==> config.mk <==
export PLATFORM = sky130hd
export DESIGN_NAME = rail_drain_timer
export DESIGN_NICKNAME = d
export VERILOG_FILES = /design/src/rtl/rdt_pkg.sv /design/src/rtl/rdt_sync.sv /design/src/rtl/rdt_counter.sv /design/src/rtl/rdt_fsm.sv /design/src/rtl/rdt_verdict.sv /design/src/rtl/rail_drain_timer.sv
export SDC_FILE = /design/constraint.sdc
export NUM_CORES = 1
export LEC_CHECK = 0
export BUFFER_PORTS_ARGS = -buffer_cell sky130_fd_sc_hd__buf_2
export CELL_PAD_IN_SITES_DETAIL_PLACEMENT = 1
export CELL_PAD_IN_SITES_GLOBAL_PLACEMENT = 1
export CORE_ASPECT_RATIO = 0.75
export CORE_MARGIN = 2
export CORE_UTILIZATION = 48
export CTS_BUF_LIST = sky130_fd_sc_hd__clkbuf_4 sky130_fd_sc_hd__clkbuf_8
export CTS_CLUSTER_DIAMETER = 100
export CTS_CLUSTER_SIZE = 14
export DETAILED_ROUTE_END_ITERATION = 8
export PLACE_DENSITY = 0.95
export SLEW_MARGIN = 30
export SYNTH_ARGS = -nofsm -noshare
export SYNTH_HDL_FRONTEND = slang
export SYNTH_SLANG_ARGS = --single-unit
==> constraint.sdc <==
create_clock -name clk -period 6.5 [get_ports clk]
set_input_delay 1.3 -clock clk [delete_from_list [all_inputs] [get_ports clk]]
set_output_delay 1.3 -clock clk [all_outputs]
set_load 0.02 [all_outputs]
==> src/rtl/rdt_pkg.sv <==
package rdt_pkg;

  typedef enum logic [1:0] {
    ST_IDLE          = 2'd0,
    ST_SLEEP_MEASURE = 2'd1,
    ST_DONE          = 2'd2,
    ST_WAKE          = 2'd3
  } rdt_state_e;

endpackage

==> src/rtl/rdt_sync.sv <==
module rdt_sync #(
  parameter int unsigned STAGES = 2
) (
  input  logic clk,
  input  logic rst_n,
  input  logic d_i,
  output logic q_o
);

  logic [STAGES-1:0] chain_q;

  always_ff @(posedge clk or negedge rst_n) begin
    if (!rst_n) begin
      chain_q <= '0;
    end else begin
      for (int i = STAGES - 1; i > 0; i--) begin
        chain_q[i] <= chain_q[i-1];
      end
      chain_q[0] <= d_i;
    end
  end

  assign q_o = chain_q[STAGES-1];

endmodule

==> src/rtl/rdt_counter.sv <==
module rdt_counter #(
  parameter int unsigned CW  = 16,
  parameter int unsigned LAT = 2
) (
  input  logic          clk,
  input  logic          rst_n,
  input  logic          clr_i,
  input  logic          inc_i,
  input  logic [CW-1:0] limit_i,
  output logic          at_limit_o,
  output logic [CW-1:0] drain_o
);

  localparam int unsigned RW = CW + 2;
  localparam logic [RW-1:0] LAT_W = RW'(LAT);
  localparam logic [RW-1:0] CW_MAX = {2'b00, {CW{1'b1}}};

  logic [RW-1:0] raw_q;

  // Advance by one, holding at the top of the range.
  function automatic logic [RW-1:0] step(input logic [RW-1:0] raw);
    if (raw == {RW{1'b1}}) return raw;
    return raw + 1'b1;
  endfunction

  // Drain time = raw cycles minus synchronizer latency, clamped to [0, CW max].
  function automatic logic [CW-1:0] drain_of(input logic [RW-1:0] raw);
    logic [RW-1:0] diff;
    if (raw <= LAT_W) return '0;
    diff = raw - LAT_W;
    if (diff > CW_MAX) return {CW{1'b1}};
    return diff[CW-1:0];
  endfunction

  always_ff @(posedge clk or negedge rst_n) begin
    if (!rst_n) begin
      raw_q <= '0;
    end else if (clr_i) begin
      raw_q <= '0;
    end else if (inc_i) begin
      raw_q <= step(raw_q);
    end
  end

  assign at_limit_o = raw_q >= ({2'b00, limit_i} + LAT_W);
  assign drain_o    = drain_of(raw_q);

endmodule

==> src/rtl/rdt_fsm.sv <==
module rdt_fsm
  import rdt_pkg::*;
(
  input  logic clk,
  input  logic rst_n,
  input  logic start_i,
  input  logic wake_i,
  input  logic sleep_req_i,
  input  logic rail_hi_i,
  input  logic at_limit_i,
  output logic sleep_o,
  output logic measure_o,
  output logic cnt_clr_o,
  output logic cnt_inc_o,
  output logic finish_o,
  output logic finish_timeout_o,
  output logic start_seen_o,
  output logic start_bad_o
);

  rdt_state_e state_q, state_d;
  logic sleep_d, measure_d;

  assign start_seen_o     = (state_q == ST_IDLE) && start_i;
  assign start_bad_o      = start_seen_o && !rail_hi_i;
  assign cnt_clr_o        = start_seen_o && rail_hi_i;
  assign finish_timeout_o = (state_q == ST_SLEEP_MEASURE) && rail_hi_i && at_limit_i;
  assign finish_o         = (state_q == ST_SLEEP_MEASURE) && (!rail_hi_i || at_limit_i);
  assign cnt_inc_o        = (state_q == ST_SLEEP_MEASURE) && !finish_o;

  always_comb begin
    state_d = state_q;
    unique case (state_q)
      ST_IDLE:          if (cnt_clr_o) state_d = ST_SLEEP_MEASURE;
      ST_SLEEP_MEASURE: if (finish_o)  state_d = ST_DONE;
      ST_DONE:          if (wake_i)    state_d = ST_WAKE;
      ST_WAKE:          if (rail_hi_i) state_d = ST_IDLE;
      default:          state_d = ST_IDLE;
    endcase
  end

  always_comb begin
    measure_d = (state_d == ST_SLEEP_MEASURE);
    sleep_d   = (state_d == ST_SLEEP_MEASURE) || (state_d == ST_DONE) ||
                ((state_q == ST_IDLE) && (state_d == ST_IDLE) && sleep_req_i);
  end

  always_ff @(posedge clk or negedge rst_n) begin
    if (!rst_n) begin
      state_q   <= ST_IDLE;
      sleep_o   <= 1'b0;
      measure_o <= 1'b0;
    end else begin
      state_q   <= state_d;
      sleep_o   <= sleep_d;
      measure_o <= measure_d;
    end
  end

endmodule

==> src/rtl/rdt_verdict.sv <==
module rdt_verdict #(
  parameter int unsigned CW = 16
) (
  input  logic          clk,
  input  logic          rst_n,
  input  logic          finish_i,
  input  logic          finish_timeout_i,
  input  logic          start_seen_i,
  input  logic          start_bad_i,
  input  logic [CW-1:0] drain_i,
  input  logic [CW-1:0] threshold_i,
  output logic [CW-1:0] count_o,
  output logic          done_o,
  output logic          recycled_o,
  output logic          timeout_o,
  output logic          error_o
);

  // Aged when the drain time is strictly longer than the threshold.
  function automatic logic is_aged(input logic [CW-1:0] cycles,
                                   input logic [CW-1:0] thr);
    return cycles > thr;
  endfunction

  always_ff @(posedge clk or negedge rst_n) begin
    if (!rst_n) begin
      count_o    <= '0;
      done_o     <= 1'b0;
      recycled_o <= 1'b0;
      timeout_o  <= 1'b0;
      error_o    <= 1'b0;
    end else begin
      done_o <= finish_i;
      if (finish_i) begin
        count_o    <= drain_i;
        recycled_o <= is_aged(drain_i, threshold_i);
        timeout_o  <= finish_timeout_i;
      end else if (start_seen_i) begin
        recycled_o <= 1'b0;
        timeout_o  <= 1'b0;
        error_o    <= start_bad_i;
      end
    end
  end

endmodule

==> src/rtl/rail_drain_timer.sv <==
module rail_drain_timer #(
  parameter int unsigned CW          = 16,
  parameter int unsigned SYNC_STAGES = 2
) (
  input  logic          clk,
  input  logic          rst_n,
  input  logic          sleep_req_i,
  input  logic          start_test_i,
  input  logic          wake_i,
  input  logic          rail_sense_i,
  input  logic [CW-1:0] threshold_i,
  input  logic [CW-1:0] limit_i,
  output logic          sleep_o,
  output logic          measure_o,
  output logic [CW-1:0] count_o,
  output logic          done_o,
  output logic          recycled_o,
  output logic          timeout_o,
  output logic          error_o
);

  logic          rail_hi;
  logic          at_limit;
  logic [CW-1:0] drain;
  logic          cnt_clr, cnt_inc;
  logic          finish, finish_timeout;
  logic          start_seen, start_bad;

  rdt_sync #(.STAGES(SYNC_STAGES)) u_sync (
    .clk   (clk),
    .rst_n (rst_n),
    .d_i   (rail_sense_i),
    .q_o   (rail_hi)
  );

  rdt_counter #(.CW(CW), .LAT(SYNC_STAGES)) u_counter (
    .clk        (clk),
    .rst_n      (rst_n),
    .clr_i      (cnt_clr),
    .inc_i      (cnt_inc),
    .limit_i    (limit_i),
    .at_limit_o (at_limit),
    .drain_o    (drain)
  );

  rdt_fsm u_fsm (
    .clk              (clk),
    .rst_n            (rst_n),
    .start_i          (start_test_i),
    .wake_i           (wake_i),
    .sleep_req_i      (sleep_req_i),
    .rail_hi_i        (rail_hi),
    .at_limit_i       (at_limit),
    .sleep_o          (sleep_o),
    .measure_o        (measure_o),
    .cnt_clr_o        (cnt_clr),
    .cnt_inc_o        (cnt_inc),
    .finish_o         (finish),
    .finish_timeout_o (finish_timeout),
    .start_seen_o     (start_seen),
    .start_bad_o      (start_bad)
  );

  rdt_verdict #(.CW(CW)) u_verdict (
    .clk              (clk),
    .rst_n            (rst_n),
    .finish_i         (finish),
    .finish_timeout_i (finish_timeout),
    .start_seen_i     (start_seen),
    .start_bad_i      (start_bad),
    .drain_i          (drain),
    .threshold_i      (threshold_i),
    .count_o          (count_o),
    .done_o           (done_o),
    .recycled_o       (recycled_o),
    .timeout_o        (timeout_o),
    .error_o          (error_o)
  );

endmodule

Yosys cells after proc, flatten, opt, wreduce, memory -nomap -nowiden
Index checks and enable logic that the tools add are counted.

$lt $le $gt $ge: 4. Equal/unequal tests: 7. Multiplexer cells: 21. Bitwise operators: 1. Reduce and logical (&&, ||, !) cells: 20. Add/subtract/negate cells: 3.

Operator list (number): 16-bit two-way mux (4); 18-bit two-way mux (3); 18-bit by 1-bit adder with 18-bit output, second input constant (1); 18-bit == test, second input constant (1); 18-bit greater-or-equal comparator (1); 18-bit by 16-bit greater-than comparator with 1-bit output, second input constant (1); 18-bit by 2-bit less-or-equal comparator with 1-bit output, second input constant (1); 18-bit by 2-bit subtractor with 18-bit output, second input constant (1); 16-bit by 2-bit adder with 17-bit output, second input constant (1); 16-bit greater-than comparator (1); 1-bit logical AND (9); 1-bit two-way mux (9); 2-bit two-way mux (4); 2-bit one-hot mux with 4 select lines (1); 2-bit == test, second input constant (3); 2-bit by 1-bit == test with 1-bit output, second input constant (2); 2-bit zero test (2); 2-bit AND reduction (2); 2-bit nonzero test (2); 1-bit logical OR (3); 3-bit != test, second input constant (1); 1-bit zero test (2); 1-bit inverter (1).

Word-level logic and storage cells: 66. Flip-flop bits (word level): 44. Input bits: 38. Output and inout bits: 22.

Longest topological paths before layout
Gate-level depths: netlist of run 1.

Word-level depth: 11. Gate-level depth with buffers: 16. Gate-level depth less buffers: 15.

By module
From an unflattened synthesis of run 1, not the netlist that was laid out.

Cells, all modules: 398. Area total of the unflattened synthesis: 3613.5 µm².

By module, submodules not included: rdt_counter (cells each 270, times used 1, area each 2145.8 µm², sequential area each 450.4 µm²); rdt_verdict (cells each 100, times used 1, area each 1142.3 µm², sequential area each 500.5 µm²); rdt_fsm (cells each 26, times used 1, area each 275.3 µm², sequential area each 100.1 µm²); rdt_sync (cells each 2, times used 1, area each 50.0 µm², sequential area each 50.0 µm²).

Worst setup path after synthesis of run 1
No wires, ideal clock.

Kind: in2reg. From: input limit_i[5]. To: register u_fsm.sleep_o. Setup time: 0.120 ns. Buffers on the path: 1. Slack: 2.153 ns. Required time: 6.380 ns. Arrival: 4.226 ns. Stages: 16. Cells stage by stage: and3_1 > and2_1 > nand2b_1 > nor2_1 > nand3_1 > xor2_1 > ha_1 > and4b_4 > and2_4 > o311ai_1 > o21ai_1 > clkbuf_1 > or3_1 > a31o_2 > ha_1 > a31o_2.

Longest elaborated chain between the ends: 10. Elaborated cells on any way between the ends: 13. Those cells by class: 1 x add/sub; 1 x order compare; 2 x eq/ne; 2 x mux; 7 x reduce/logical.

Ends and longest elaborated chain: start: declaration (line rail_drain_timer.sv:12) `input logic [CW-1:0] limit_i,`; 16-bit by 2-bit adder with 17-bit output (*) (line rdt_counter.sv:45) `assign at_limit_o = raw_q >= ({2'b00, limit_i} + LAT_W);`; 18-bit greater-or-equal comparator (*) (line rdt_counter.sv:45); 1-bit logical OR (*) (line rdt_fsm.sv:28) `assign finish_o = (state_q == ST_SLEEP_MEASURE) && (!rail_hi_i || at_limit_i);`; 1-bit logical AND (*) (line rdt_fsm.sv:28); 2-bit two-way mux (*) (line rdt_fsm.sv:35) `ST_SLEEP_MEASURE: if (finish_o) state_d = ST_DONE;`; 2-bit one-hot mux with 4 select lines (*) (line rdt_fsm.sv:33) `unique case (state_q)`; 2-bit zero test (line rdt_fsm.sv:45) `((state_q == ST_IDLE) && (state_d == ST_IDLE) && sleep_req_i);`; 1-bit logical AND (2 in a row) (line rdt_fsm.sv:45); 1-bit logical OR (*) (line rdt_fsm.sv:44) `sleep_d = (state_d == ST_SLEEP_MEASURE) || (state_d == ST_DONE) ||`; net u_fsm.sleep_d (line rdt_fsm.sv:22) `logic sleep_d, measure_d;`; end signal: assignment (line rdt_fsm.sv:55) `sleep_o <= sleep_d;`; end: declaration (line rdt_fsm.sv:11) `output logic sleep_o,`.

The timed path passes the listed nets; every way through them passes the cells marked *. A chain may end at the register's enable or synchronous reset.

Worst setup path after layout of run 1
From: input limit_i[4]. To: register u_fsm.sleep_o.

Same word-level chain as after synthesis.

==> flow_metrics.tcl, run 1 <==
set metrics [dict create \
    coreArea_mm2 0.00690 \
    startpoint_type "input pin" \
    finClkSkew_ns 0.00985 \
    slew_viol_final 0 \
    setup_tns_ns 0 \
    fmax_mhz 221 \
    synth_seq_cells 44 \
    synth_commonest_cells "dfrtp_1 (44), ha_1 (40), nand2_1 (36)" \
    ant_nets 0 \
    drt-wirelength-per-cell_um 20.5 \
    yosysWarnings 0 \
    power.total_uw 1950 \
    cts.sinks 44 \
    worstMarginPinSlew_ns 0.803 \
    hold_viol_final 0 \
    met3WireLength_um 784 \
    vdd_drop_max_mv 0.281 \
    layout-drive-gt1-share_pct 21.3 \
    synth-edff-count 0 \
    clock_path_buffers 2 \
    cts-root-buf "clkbuf_8" \
    placed_cells 531 \
    io-pin-count 60 \
    gr-total-overflow 0 \
    synth_area_leaders "dfrtp_1 (32%), ha_1 (14%), a21oi_1 (4.8%)" \
    nNetsFinal 518 \
    synthDistinctLibCells 52 \
    postCtsHoldBufs 0 \
    syn_avg_cell_area_um2 8.96 \
    endpoint_kind "flop" \
    final_util_pct 57.8 \
    clk_latency_ns 0.32 \
    antenna_found_initial 0 \
    grt_pass1_wl_um 18000 \
    syn_to_final_growth_pct 14.7 \
    cts_resized 0 \
    crit_buf_inv 2 \
    io_buffers 59 \
    h-tree-depth 2 \
    power.density_mw_per_mm2 490 \
    wl_met2_um 5610 \
    path_delay_family "simple AND/OR/NAND/NOR gates" \
    dp_hpwl_um 7890 \
    wl_met1_um 4440 \
    dieArea_mm2 0.00794 \
    gp_congestion 0.801 \
    cp_cell_sequence "buf_2 -> and3_1 -> and2_1 -> nand2b_1 -> nor2_1 -> nand3_1 -> xor2_1 -> ha_1 -> a21o_1 -> a211oi_1 -> o21ai_1 -> buf_4 -> or3_1 -> a31o_2 -> ha_1 -> a31o_2" \
    rsz0062_at_grt "false" \
    yosysSeqAreaShare_pct 31.7 \
    clk_pin_slew_ns 0.09 \
    ys_async_sr_fraction_pct 100 \
    layout.cells.non_filler 539 \
    rows 26 \
    final-setup-viol-count 0 \
    critPathMaxFanout 20 \
    p_leak_uw 0.00183 \
    cts_buffers 5 \
    antennaDiodeCount 0 \
    synth.top_cell.area_share_pct 31.7 \
    num_vias 3312 \
    avgViaCountPerCell 6.14 \
    slew_headroom_pct 46.5 \
    die_x_um 102 \
    min_period_ns 4.52 \
    drtIter0Drc 303 \
    max_stage_delay_ns 0.44 \
    route.top_layer_used "met4" \
    hold_class "flop to flop" \
    cp_data_arrival_time_ns 4.74 \
    drc 0 \
    synth_top_area_cell "dfrtp_1" \
    syn_inst 388 \
    cp.required_ns 6.72 \
    die_h_um 77.7 \
    hold_slack_ns 0.380 \
    initial_core_util_pct 50.4 \
    synth.cell_area_mm2 0.00347 \
    crit_slowest_cell "a211oi_1" \
    yosysMostFrequentCell "dfrtp_1" \
    status "complete, no violations" \
    cts_tree "done" \
    track_usage_pct 29.0 \
    crit_type "input pin to flop" \
    postCtsSetupBuffers 0 \
    wl_um 11000 \
    grt_max_degree 24 \
    synth_flop_cell "dfrtp_1" \
    synth_nets 466 \
    maxCapViolCount 0 \
    first_pass_iters 5 \
    fin_crit_sh_pct 69.6 \
    grt_pass1_vias 3510 \
]
## power by group
part           internal (uW)  switching [uW]
Combinational            482             769
Sequential               365             110
Clock                    118             105
## path summary, 6_finish.rpt
check / to / startpoint / slack, ns / cells past startpoint
worst max-delay path: u_fsm.sleep_o / limit_i[4] / 1.98 / 16
worst min register to register: u_sync.chain_q[1] / u_sync.chain_q[0] / 0.38 / 0
worst max register to register: u_verdict.recycled_o / u_counter.raw_q[7] / 2.20 / 11
min in group asynchronous: u_verdict.timeout_o / rst_n / 0.98 / 1
max in group asynchronous: u_sync.chain_q[1] / rst_n / 4.99 / 2
worst min-delay path: u_sync.chain_q[1] / u_sync.chain_q[0] / 0.38 / 0
## area by class of cell
cell class	instances	area [um2]
Fill cell	822	2910
Clock inverter	2	35.0
Clock buffer	6	76.3
Multi-Input combinational cell	303	2220
Inverter	25	93.8
Tap cell	98	123
Sequential cell	44	1100
Timing Repair Buffer	61	330
## cells by family (layout without fill, tap and decap cells)
logic type / after synthesis / count (layout) / synth area share, %
compound gates: 75 / 75 / 14.2
xor+xnor: 25 / 25 / 6.30
fa+ha+maj: 40 / 40 / 14.4
buf+inv: 41 / 94 / 4.75
flops: 44 / 44 / 31.7
mux: 27 / 27 / 8.32
simple gates: 136 / 136 / 20.3
## sequential cells by signal (all words and copies together), names as in the netlist, 2 cells and up
signal             cells
u_verdict.count_o     16
u_sync.chain_q         2
u_fsm.state_q          2
u_counter.raw_q       18
## worst reg2reg max path, cell delays in order, from the launching register on
cell,delay [ns]
dfrtp_1,0.54
nor4_1,0.69
nand4_1,0.38
nor2_2,0.74
a21oi_1,0.16
ha_1,0.38
nand4_1,0.16
nor3_1,0.43
nand4_1,0.19
a211oi_1,0.23
o22ai_1,0.19
mux2i_1,0.16
## per-layer routing
metal | GRT usage (%) | vias up
li1 | - | 1507
met1 | 36.8 | 1642
met2 | 49.9 | 138
met3 | 5.95 | 25
met4 | 7.87 | 0
met5 | 0 | -
## placed cells by master (no fill, tap or decap), types with 3 or more instances in the layout
cell type / instances
a211oi_1: 4
a21oi_1: 33
a31o_2: 3
a31oi_1: 4
and3_1: 7
buf_2: 59
clkbuf_8: 5
dfrtp_1: 44
ha_1: 40
inv_1: 25
mux2_2: 14
mux2i_1: 12
nand2_1: 36
nand2b_1: 11
nand3_1: 18
nand4_1: 8
nor2_1: 18
nor2b_1: 5
nor3_1: 9
nor4_1: 5
o211ai_1: 4
o21ai_0: 7
o31ai_1: 5
or3_1: 4
or4_1: 6
xnor2_1: 15
xor2_1: 10
## stage by stage
step,setup slack (ns),area [um2]
finish,1.98,3980
global route,1.77,3980
CTS,2.03,3970
detailed placement,1.73,3860
global placement,1.91,3830
floorplan,2.15,3470
Note: power is estimated with default switching activity, not from simulation.
==> run 2: changes to the inputs <==
Settings changed: CORE_UTILIZATION 48 to 44, PLACE_DENSITY 0.95 to 0.91.
Clock period 6.5 ns to 4.7 ns, I/O delays scaled along.
==> flow_metrics.tcl, run 2 (same netlist as run 1, synthesis figures left out) <==
set metrics [dict create \
    slew_viol_final 0 \
    syn_to_final_growth_pct 13.8 \
    top_register "u_counter.raw_q" \
    endpoint_kind "flop" \
    crit_slowest_cell "nor4_1" \
    maxCapViolCount 0 \
    postCtsSetupBuffers 0 \
    ant_nets 0 \
    max_stage_delay_ns 0.66 \
    rsz0062_at_grt "false" \
    gp_congestion 0.797 \
    layout_commonest_cell "buf_2" \
    swShare_pct 49.7 \
    clk_latency_ns 0.30 \
    drc 0 \
    power.clock.fraction_pct 10.3 \
    die_x_um 107 \
    path_delay_family "simple AND/OR/NAND/NOR gates" \
    power.density_mw_per_mm2 651 \
    cts_tree "done" \
    grt_max_degree 45 \
    crit_type "flop to flop" \
    final_util_pct 50.8 \
    io-pin-count 60 \
    coreArea_mm2 0.00778 \
    fin_crit_sh_pct 91.2 \
    initial_core_util_pct 44.7 \
    first_pass_iters 4 \
    cts-root-buf "clkbuf_8" \
    layout_common_cells "buf_2 (58), dfrtp_1 (44), ha_1 (40)" \
    grt_pass1_wl_um 16100 \
    clock_path_buffers 2 \
    crit_buf_inv 0 \
    dieArea_mm2 0.00863 \
    crit_path_frequent_cell "nand4_1" \
    setup_ws_ns 0.414 \
    startpoint_type "flop" \
    switchingPower_uw 1280 \
    grt_pass1_vias 3239 \
    hold_viol_final 0 \
    clk_pin_slew_ns 0.08 \
    wl_um 9790 \
    power.total_uw 2580 \
    r2r_setup_slack_ns 0.41 \
    power_frac_seq_pct 25.3 \
    cp_cell_sequence "nor4_1 -> nand4_1 -> nor2_2 -> a21oi_1 -> ha_1 -> nand4_1 -> nor3_1 -> nand4_1 -> a211oi_1 -> o22ai_1 -> mux2i_1" \
    slew_headroom_pct 53.6 \
    p_leak_uw 0.00181 \
    fmax_mhz 233 \
    num_vias 3183 \
    cp_data_arrival_time_ns 4.51 \
    final_area_mm2 0.00395 \
    track_usage_pct 23.4 \
    layout-drive-gt1-share_pct 21.1 \
    antenna_found_initial 0 \
    drtIter0Drc 172 \
    finClkSkew_ns 0.00780 \
    cts_resized 0 \
    cp.required_ns 4.92 \
    vdd_drop_max_mv 0.395 \
    worstMarginPinSlew_ns 0.694 \
    dp_slack_ns 0.335 \
    top_regs "u_counter.raw_q: 18 flops, u_verdict.count_o: 16 flops" \
    postCtsHoldBufs 0 \
    cts.sinks 44 \
    final-setup-viol-count 0 \
    dp_hpwl_um 7510 \
    hold_class "flop to flop" \
    gr-total-overflow 0 \
    h-tree-depth 2 \
    antennaDiodeCount 0 \
    io_buffers 59 \
    nNetsFinal 517 \
    die_h_um 81.0 \
    drt-wirelength-per-cell_um 18.0 \
    pwr-share-comb_pct 64.4 \
    rows 28 \
    placed_cell_area_mm2 0.00384 \
    status "complete, no violations" \
    cts_buffers 5 \
    setup_tns_ns 0 \
    largest_reg_flops 18 \
    critPathMaxFanout 16 \
    p_int_uw 1290 \
    avgViaCountPerCell 5.84 \
    min_period_ns 4.29 \
]
## run 2: path summary, 6_finish.rpt
| check | depth (start not counted) | end | start |
|---|---|---|---|
| worst max-delay path | 11 | u_verdict.recycled_o | u_counter.raw_q[8] |
| worst min-delay path | 0 | u_sync.chain_q[1] | u_sync.chain_q[0] |
| worst max register to register | 11 | u_verdict.recycled_o | u_counter.raw_q[8] |
| worst min register to register | 0 | u_sync.chain_q[1] | u_sync.chain_q[0] |
| max in group asynchronous | 1 | u_verdict.count_o[1] | rst_n |
| min in group asynchronous | 1 | u_fsm.measure_o | rst_n |
## run 2: power by group through the flow
stage                     clock network [uW]  registers [uW]  logic, uW
after floorplan                            0             698       1090
after global placement                     0             641       1480
after detailed placement                   0             655       1600
after CTS                                268             648       1630
after global routing                     283             672       1830
final                                    265             651       1660
## run 2: final cells by class
class	count	area, um2
clock buffers	8	97.6
fillers	962	3820
inverters	25	93.8
multi-input cells	303	2220
flip-flops and latches	44	1100
well taps	105	131
repair buffers	60	305
## run 2: per-layer routing
layer | global-route usage, % | vias to the layer above | part of all wire [%]
li1 | - | 1496 | -
met1 | 30.3 | 1593 | 45
met2 | 42.6 | 81 | 49
met3 | 2.81 | 13 | 4.1
met4 | 4.81 | 0 | 0.91
met5 | 0 | - | 0
## run 2: through the flow
step | hold slack (ns) | std cells
after detailed placement | 0.355 | 537
after global placement | 0.332 | 537
after CTS | 0.374 | 545
after floorplan | 0.331 | 388
after global routing | 0.392 | 545
final | 0.368 | 545
==> run 3: changes to the inputs <==
Settings changed: CELL_PAD_IN_SITES_DETAIL_PLACEMENT 1 to not set, CELL_PAD_IN_SITES_GLOBAL_PLACEMENT 1 to not set, CORE_UTILIZATION 44 to 59, PLACE_DENSITY 0.91 to 0.92, RECOVER_POWER set to 100.
==> flow_metrics.tcl, run 3 (same netlist as run 1, synthesis figures left out) <==
set metrics [dict create \
    hold_viol_final 0 \
    syn_to_final_growth_pct 12.2 \
    cp-startpoint "limit_i[4]" \
    h-tree-depth 2 \
    p_int_uw 1330 \
    dp_slack_ns 0.333 \
    num_vias 3139 \
    nNetsFinal 517 \
    die_x_um 92.6 \
    fin_crit_sh_pct 92.0 \
    reg2reg_from "u_counter.raw_q[5]" \
    avgViaCountPerCell 6.07 \
    cp_cell_sequence "buf_2 -> and3_1 -> and2_0 -> nand2b_1 -> nor2_1 -> nand3_1 -> xor2_1 -> ha_1 -> and4b_4 -> and2_0 -> o311ai_0 -> o211a_1 -> or2_2 -> a31o_2 -> ha_1 -> a31o_2" \
    gr-total-overflow 0 \
    r2r_cells 11 \
    dp_hpwl_um 6240 \
    hold_slack_ns 0.354 \
    clk_latency_ns 0.31 \
    top_register "u_counter.raw_q" \
    use_met3_pct 6.15 \
    grtUsageMet1_pct 34.7 \
    initial_core_util_pct 60.6 \
    pwr-share-comb_pct 60.9 \
    io-pin-count 60 \
    antenna_found_initial 0 \
    rsz0062_at_grt "false" \
    failed_checks "max-capacitance violations, max-slew violations" \
    crit_path_end "u_fsm.sleep_o" \
    layout-drive-gt1-share_pct 15.0 \
    met2_usage_pct 46.1 \
    postCtsSetupBuffers 0 \
    die_h_um 70.5 \
    final-setup-viol-count 0 \
    top_regs "u_counter.raw_q: 18 flops, u_verdict.count_o: 16 flops" \
    largest_reg_flops 18 \
    crit_type "input pin to flop" \
    drc 0 \
    setup_tns_ns 0 \
    clock_path_buffers 2 \
    power.density_mw_per_mm2 646 \
    grt_max_degree 45 \
    status "finished with violations" \
    first_pass_iters 5 \
    gp_congestion 0.860 \
    crit_slowest_cell "o211a_1" \
    cts_resized 0 \
    layout_commonest_cell "dfrtp_1" \
    grt_pass1_vias 3193 \
    cts-root-buf "clkbuf_8" \
    swShare_pct 47.1 \
    layout_common_cells "dfrtp_1 (44), ha_1 (40), nand2_1 (36), buf_2 (36), a21oi_1 (33)" \
    endpoint_kind "flop" \
    dieArea_mm2 0.00653 \
    busiest_layer "met2" \
    worstMarginPinSlew_ns 2.41 \
    cts_tree "done" \
    min_period_ns 4.32 \
    p_leak_uw 0.00175 \
    cts.sinks 44 \
    cp_data_arrival_time_ns 4.52 \
    setup_ws_ns 0.376 \
    maxCapViolCount 1 \
    postCtsHoldBufs 0 \
    hold_class "flop to flop" \
    coreArea_mm2 0.00574 \
    reg2reg_to "u_verdict.recycled_o" \
    cp.required_ns 4.90 \
    slew_headroom_pct -60.5 \
    max_stage_delay_ns 0.35 \
    power.clock.fraction_pct 13.6 \
    track_usage_pct 27.4 \
    io_buffers 59 \
    power_frac_seq_pct 25.5 \
    drtIter0Drc 257 \
    antennaDiodeCount 0 \
    slew_viol_final 45 \
    rows 24 \
    critPathMaxFanout 4 \
    r2r_setup_slack_ns 0.58 \
    ant_nets 0 \
    vdd_drop_max_mv 0.385 \
    finClkSkew_ns 0.00871 \
    switchingPower_uw 1190 \
    cts_buffers 5 \
    fmax_mhz 231 \
    grt_pass1_wl_um 14400 \
    wl_um 8270 \
    clk_pin_slew_ns 0.08 \
    startpoint_type "input pin" \
    drt-wirelength-per-cell_um 16.0 \
]
## run 3: power groups by stage
stage | Combinational, uW | Clock, uW | Sequential (uW)
after global routing | 1730 | 358 | 664
after floorplan | 1090 | 0 | 698
after global placement | 1450 | 0 | 633
after CTS | 1550 | 345 | 636
after detailed placement | 1530 | 0 | 642
final | 1530 | 343 | 641
## run 3: how the worst min path moves through the flow
stage,from,to,slack [ns],cells after the start
2_1_floorplan,u_sync.chain_q[0],u_sync.chain_q[1],0.33,0
3_3_place_gp,u_sync.chain_q[0],u_sync.chain_q[1],0.34,0
3_5_place_dp,u_sync.chain_q[0],u_sync.chain_q[1],0.34,0
4_1_cts,u_sync.chain_q[0],u_sync.chain_q[1],0.36,0
5_1_grt,u_sync.chain_q[0],u_sync.chain_q[1],0.38,0
6_report,u_sync.chain_q[0],u_sync.chain_q[1],0.35,0
## run 3: layer usage
| layer | wire [um] | part of all wire (%) |
|---|---|---|
| met1 | 3450 | 42 |
| met2 | 4050 | 49 |
| met3 | 580 | 7.0 |
| met4 | 188 | 2.3 |
| met5 | 0 | 0 |
## run 3: stage by stage
stage               total power (uW)  cell area [um2]  util [%]  instances
floorplan                       1780             3470         -        388
global placement                2080             3800      66.3        510
detailed placement              2170             3800      66.3        510
CTS                             2530             3930      68.6        517
global route                    2750             3900      68.0        517
finish                          2520             3900      68.0        517
## run 3: layout make-up
class	instances	area, um2
Clock buffer	5	68.8
Clock inverter	2	60.1
Fill cell	463	1840
Inverter	25	93.8
Multi-Input combinational cell	303	2210
Sequential cell	44	1100
Tap cell	78	97.6
Timing Repair Buffer	60	270
## run 3: critical path: cells and delay by family
family	cells	cell delay, ns
buffers and inverters	1	0.11
XOR/XNOR	1	0.15
adder cells (fa/ha/maj)	2	0.56
AND/OR/NAND/NOR	8	1.62
AO/OA/AOI/OAI	4	1.13
